`config.mk`:
```
export PLATFORM = sky130hd
export DESIGN_NAME = eoi_storm_throttle
export DESIGN_NICKNAME = d
export VERILOG_FILES = /design/src/rtl/eoi_pkg.sv /design/src/rtl/eoi_vec_match.sv /design/src/rtl/eoi_defer_timer.sv /design/src/rtl/eoi_storm_throttle.sv
export SDC_FILE = /design/constraint.sdc
export NUM_CORES = 1
export LEC_CHECK = 0
export BUFFER_PORTS_ARGS = -buffer_cell sky130_fd_sc_hd__buf_4
export CAP_MARGIN = 5
export CORE_ASPECT_RATIO = 1.2
export CORE_MARGIN = 2
export CORE_UTILIZATION = 25
export DETAILED_ROUTE_END_ITERATION = 12
export SLEW_MARGIN = 40
export SYNTH_ARGS = -nofsm -noshare
export SYNTH_HDL_FRONTEND = slang
export SYNTH_SLANG_ARGS = --single-unit
```
`constraint.sdc`:
```
create_clock -name clk -period 4.05 [get_ports clk]
set_input_delay 0.2025 -clock clk [delete_from_list [all_inputs] [get_ports clk]]
set_output_delay 0.2025 -clock clk [all_outputs]
set_load 0.01 [all_outputs]
```
`src/rtl/eoi_pkg.sv`:
```
package eoi_pkg;
    localparam int VEC_W = 8;
    typedef logic [VEC_W-1:0] vec_t;
endpackage

```
`src/rtl/eoi_vec_match.sv`:
```
module eoi_vec_match
    import eoi_pkg::*;
#(
    parameter int NUM_PINS = 24
) (
    input  vec_t                      key_i,
    input  logic [NUM_PINS*VEC_W-1:0] table_i,
    output logic [NUM_PINS-1:0]       hit_o
);
    for (genvar g = 0; g < NUM_PINS; g++) begin : g_cmp
        assign hit_o[g] = (table_i[g*VEC_W +: VEC_W] == key_i);
    end
endmodule

```
`src/rtl/eoi_defer_timer.sv`:
```
module eoi_defer_timer #(
    parameter int DEFER_CYCLES = 1000000
) (
    input  logic clk,
    input  logic rst_n,
    input  logic arm_i,
    output logic expire_o
);
    localparam int TW = (DEFER_CYCLES < 2) ? 1 : $clog2(DEFER_CYCLES);

    typedef struct packed {
        logic          run;
        logic [TW-1:0] cnt;
    } tmr_t;

    tmr_t q, d;

    assign expire_o = q.run && (q.cnt == '0);

    always_comb begin
        d = q;
        if (arm_i && (!q.run || expire_o)) begin
            d.run = 1'b1;
            d.cnt = TW'(DEFER_CYCLES - 1);
        end else if (expire_o) begin
            d.run = 1'b0;
        end else if (q.run) begin
            d.cnt = q.cnt - TW'(1);
        end
    end

    always_ff @(posedge clk or negedge rst_n) begin
        if (!rst_n) q <= '0;
        else        q <= d;
    end

    // a running timer keeps counting down whatever arm_i does
    p_count_down_r8: assert property (@(posedge clk) disable iff (!rst_n)
        (q.run && !expire_o) |=> (q.run && q.cnt == $past(q.cnt) - TW'(1)));

    p_expire_stops_r7: assert property (@(posedge clk) disable iff (!rst_n)
        (expire_o && !arm_i) |=> !q.run);
endmodule

```
`src/rtl/eoi_storm_throttle.sv`:
```
module eoi_storm_throttle
    import eoi_pkg::*;
#(
    parameter int NUM_PINS     = 24,
    parameter int STORM_LIMIT  = 10000,
    parameter int DEFER_CYCLES = 1000000
) (
    input  logic                      clk,
    input  logic                      rst_n,
    input  logic                      eoi_valid_i,
    input  logic [VEC_W-1:0]          eoi_vector_i,
    input  logic                      eoi_level_i,
    input  logic                      directed_eoi_i,
    input  logic [NUM_PINS*VEC_W-1:0] ent_vector_i,
    input  logic [NUM_PINS-1:0]       ent_level_i,
    input  logic [NUM_PINS-1:0]       ent_mask_i,
    input  logic [NUM_PINS-1:0]       pin_pending_i,
    input  logic [NUM_PINS-1:0]       pin_rirr_i,
    output logic                      busy_o,
    output logic [NUM_PINS-1:0]       ack_o,
    output logic [NUM_PINS-1:0]       rirr_clr_o,
    output logic [NUM_PINS-1:0]       deliver_o
);
    localparam int IW = (NUM_PINS < 2) ? 1 : $clog2(NUM_PINS);
    localparam int CW = $clog2(STORM_LIMIT + 1);

    typedef struct packed {
        logic                         busy;
        logic [IW-1:0]                idx;
        vec_t                         vec;
        logic                         lvl;
        logic                         dir;
        logic [NUM_PINS-1:0][CW-1:0]  cnt;
        logic [NUM_PINS-1:0]          ack;
        logic [NUM_PINS-1:0]          clr;
        logic [NUM_PINS-1:0]          dlv;
    } st_t;

    st_t q, d;
    logic [NUM_PINS-1:0] hit;
    logic                arm, expire;

    eoi_vec_match #(.NUM_PINS(NUM_PINS)) i_match (
        .key_i   (q.vec),
        .table_i (ent_vector_i),
        .hit_o   (hit)
    );

    eoi_defer_timer #(.DEFER_CYCLES(DEFER_CYCLES)) i_timer (
        .clk      (clk),
        .rst_n    (rst_n),
        .arm_i    (arm),
        .expire_o (expire)
    );

    always_comb begin
        d     = q;
        d.ack = '0;
        d.clr = '0;
        d.dlv = '0;
        arm   = 1'b0;
        if (q.busy) begin
            if (hit[q.idx]) begin
                d.ack[q.idx] = 1'b1;
                if (q.lvl && !q.dir) begin
                    d.clr[q.idx] = 1'b1;
                    if (!ent_mask_i[q.idx] && pin_pending_i[q.idx]) begin
                        if (q.cnt[q.idx] == CW'(STORM_LIMIT - 1)) begin
                            d.cnt[q.idx] = '0;
                            arm          = 1'b1;
                        end else begin
                            d.cnt[q.idx] = q.cnt[q.idx] + CW'(1);
                            d.dlv[q.idx] = 1'b1;
                        end
                    end else begin
                        d.cnt[q.idx] = '0;
                    end
                end
            end
            if (q.idx == IW'(NUM_PINS - 1)) d.busy = 1'b0;
            else                            d.idx  = q.idx + IW'(1);
        end else if (eoi_valid_i) begin
            d.busy = 1'b1;
            d.idx  = '0;
            d.vec  = eoi_vector_i;
            d.lvl  = eoi_level_i;
            d.dir  = directed_eoi_i;
        end
        if (expire) d.dlv = d.dlv | (ent_level_i & pin_pending_i & ~pin_rirr_i);
    end

    always_ff @(posedge clk or negedge rst_n) begin
        if (!rst_n) q <= '0;
        else        q <= d;
    end

    assign busy_o     = q.busy;
    assign ack_o      = q.ack;
    assign rirr_clr_o = q.clr;
    assign deliver_o  = q.dlv;

    p_ack_onehot_r1: assert property (@(posedge clk) disable iff (!rst_n)
        $onehot0(q.ack));

    p_idle_quiet_r1: assert property (@(posedge clk) disable iff (!rst_n)
        !q.busy |=> (q.ack == '0 && q.clr == '0));

    p_directed_no_clr_r2: assert property (@(posedge clk) disable iff (!rst_n)
        (q.busy && q.dir) |=> (q.clr == '0));

    p_scan_end_r9: assert property (@(posedge clk) disable iff (!rst_n)
        (q.busy && q.idx == IW'(NUM_PINS - 1)) |=> !q.busy);

    p_hold_off_r9: assert property (@(posedge clk) disable iff (!rst_n)
        (q.busy && q.idx != IW'(NUM_PINS - 1)) |=>
            (q.busy && q.idx == $past(q.idx) + IW'(1) && $stable(q.vec)));

    for (genvar g = 0; g < NUM_PINS; g++) begin : g_cnt_chk
        p_cnt_bound_r6: assert property (@(posedge clk) disable iff (!rst_n)
            q.cnt[g] < CW'(STORM_LIMIT));
    end
endmodule

```
==> impl_metrics.ini <==
[run_status]
status = complete, no violations

[worst_setup_path]
cp.depth = 11
worstPathCellList = buf_12 > buf_12 > mux2i_1 > o22ai_1 > or4_1 > a221o_1 > nor4_2 > a41oi_1 > and2_1 > buf_12 > mux2_2
critical_path_class = reg -> reg
critPathTopFamily = simple AND/OR/NAND/NOR gates
crit_path_end_kind = flip-flop
startpoint_type = flip-flop
cp_common_cell = buf_12
cp_slowest_cell = dfrtp_4
critPathRequiredTime_ns = 4.50
cp_max_fo = 24
crit_arrival_ns = 4.34
worst_r2r_path_depth = 11
slowest_delay_ns = 0.61
cp_num_buf_inv = 3

[drt]
drcViolationCount = 0
firstDrtPassIters = 5
wl_per_cell_um = 21.4
routed_wirelength_um = 79800
ant_nets = 0
via_per_inst = 4.78
vias = 17800
drt_iter0_drc = 1297

[floorplanning]
start_util_pct = 25.1
row_count = 123
die_w_um = 284
core-area_um2 = 93400
num_io_pins = 374
die_height_um = 340
dieArea_um2 = 96400

[logic_synthesis]
ys_warn_count = 0
ys_seq_elements = 445
synth_edf_count = 0
synth_area_per_cell_um2 = 11.9
netlist_instances = 1974
async_reset_ff_share_pct = 100
dominantRegCellSynth = dfrtp_1
synth_area_um2 = 23500
syn_nets = 2281
synth-seq-area-share_pct = 47.4
ys_types = 71

[cts]
cts_made_buffers = 51
cts_tree = yes
cts-root-to-sink-buffers = 3
clk_latency_ns = 0.63
cts_sinks = 445
postCtsSetupRepairBufs = 0
cts_root_buf = clkbuf_16
cts.htree.levels = 2
clk_pin_slew_ns = 0.06

[sta]
setup_ws_ns = 0.159
tns_ns = 0
worst_pin_slew_ns = 0.811
final-hold-violation-count = 0
setup_viol = 0
drv_slew = 0
holdWs_ns = 0.0362
rsz0062_at_grt = no
slew_headroom_pct = 45.7
skew_ns = 0.0653
period_minus_slack_ns = 3.89
fmax_mhz = 257
period_share_pct = 96.1

[global_routing]
grt_start_max_net_pins = 104
grt_use_total_pct = 16.1
globalRouteOverflowTotal = 0
grt_pass1_wl_um = 120000
antenna_found_initial = 3
grt_pass1_vias = 18400

[placement]
gp_congestion = 0.898
post-place-ws_ns = 0.153
portBuffers = 373
hpwl_um = 57700

[final_layout]
final_common_cell = buf_4
drive_above_1_share_pct = 38.4
most-common-layout-cells = buf_4, dfrtp_1, mux2_2
fill_cells = 9300
nets = 2737
synthToLayoutAreaGrowth_pct = 31.1

[pwr]
pwr_density_cell_nw_per_um2 = 523
peakVddDrop_mv = 0.411
leakage_uw = 0.0144

[hold_path]
hp-class = in -> reg
hold_depth = 4

[flow_run]
max_cap_viol_count = 0
[repair_timing]
item | in CTS | in global routing
endpoints found under the hold margin | 131 | 0
setup endpoints to repair | 0 | 10
gates resized for setup | 0 | 3
hold buffers | 76 | 0
[cell type report]
cell class / instances / area [um2] / area share (%)
inverter: 36 / 135 / 0.439
tap: 1250 / 1560 / 5.08
sequential: 445 / 11100 / 36.2
antenna: 1 / 2.50 / 0.00813
clock inverter: 25 / 363 / 1.18
multi-input combinational: 1279 / 10800 / 35.2
clock buffer: 68 / 1460 / 4.74
timing repair buffer: 617 / 5290 / 17.2
[cell usage after synthesis (9+ instances only)]
master     number  area, um2
nor2_1         78        293
a22oi_1         9       67.6
buf_4          81        608
a22o_1         64        561
inv_1          32        120
nor4_1         40        250
clkbuf_1       44        165
buf_6          25        282
o21ai_0        25        125
and2_1         12       75.1
nand2_2        10       62.6
mux2_2        235       2650
o2bb2ai_1      23        201
nand3_1        30        150
buf_2          57        285
a21oi_1        16       80.1
nand2_1       103        387
o22ai_1        54        338
xor2_1         87        762
or4_1           9       67.6
mux2i_1       122       1220
nand4_1        27        169
nor3_1         26        130
dfrtp_1       445      11100
xnor2_1       114        998
mux4_2         31        698
a32o_1         23        230
nand2_4        10        113
o32ai_1        25        219
[power by group]
group          switching (uW)  internal [uW]
registers                 263           4660
logic                    3640           2650
clock network            2000           2890
[layer usage]
| layer | up-vias | GRT usage, % | share of wire (%) |
|---|---|---|---|
| li1 | 8045 | - | - |
| met1 | 9053 | 21.7 | 44 |
| met2 | 579 | 27.1 | 48 |
| met3 | 113 | 2.23 | 5.1 |
| met4 | 4 | 4.24 | 2.3 |
| met5 | - | 0 | 0.028 |
[worst paths after layout]
kind,start,end,slack [ns]
setup / recovery,q[418],q[213],0.16
hold / removal,ent_level_i[19],deliver_o[19],0.04
setup reg to reg,q[418],q[213],0.16
hold reg to reg,q[405],q[405],0.48
max in group asynchronous,rst_n,q[133],2.80
min in group asynchronous,rst_n,deliver_o[21],0.07
[worst min-delay path: stages]
cell     delay, ns
buf_4         0.11
nand2_1       0.07
o32ai_1       0.08
buf_4         0.16
[cells by family (layout without fill, tap and decap cells)]
kind of cell | Yosys count | after routing | synth area share [%]
and+or+nand+nor | 397 | 397 | 9.11
AOI/OAI and AO/OA | 287 | 287 | 9.60
muxes | 388 | 388 | 19.4
DFF | 445 | 445 | 47.4
xor gates and xnor gates | 201 | 201 | 7.49
other | 0 | 1 | 0
adders and majority gates | 6 | 6 | 0.320
buffers and inverters | 250 | 746 | 6.63
[stage by stage]
| stage | cell area, um2 | std cells | util [%] | power (uW) |
|---|---|---|---|---|
| floorplan | 23500 | 1974 | - | 8840 |
| CTS | 30800 | 3719 | 32.9 | 16100 |
| finish | 30800 | 3721 | 33.0 | 16100 |
| detailed placement | 28200 | 3550 | 30.2 | 11200 |
| global route | 30800 | 3720 | 33.0 | 16800 |
| global placement | 28100 | 3550 | 30.1 | 11100 |
[sequential cells by signal, summed over array words and instances, names as in the netlist]
name        count
rirr_clr_o     24
busy_o          1
deliver_o      24
i_timer.q      21
q             351
ack_o          24
(Power assumes the default switching activity.)
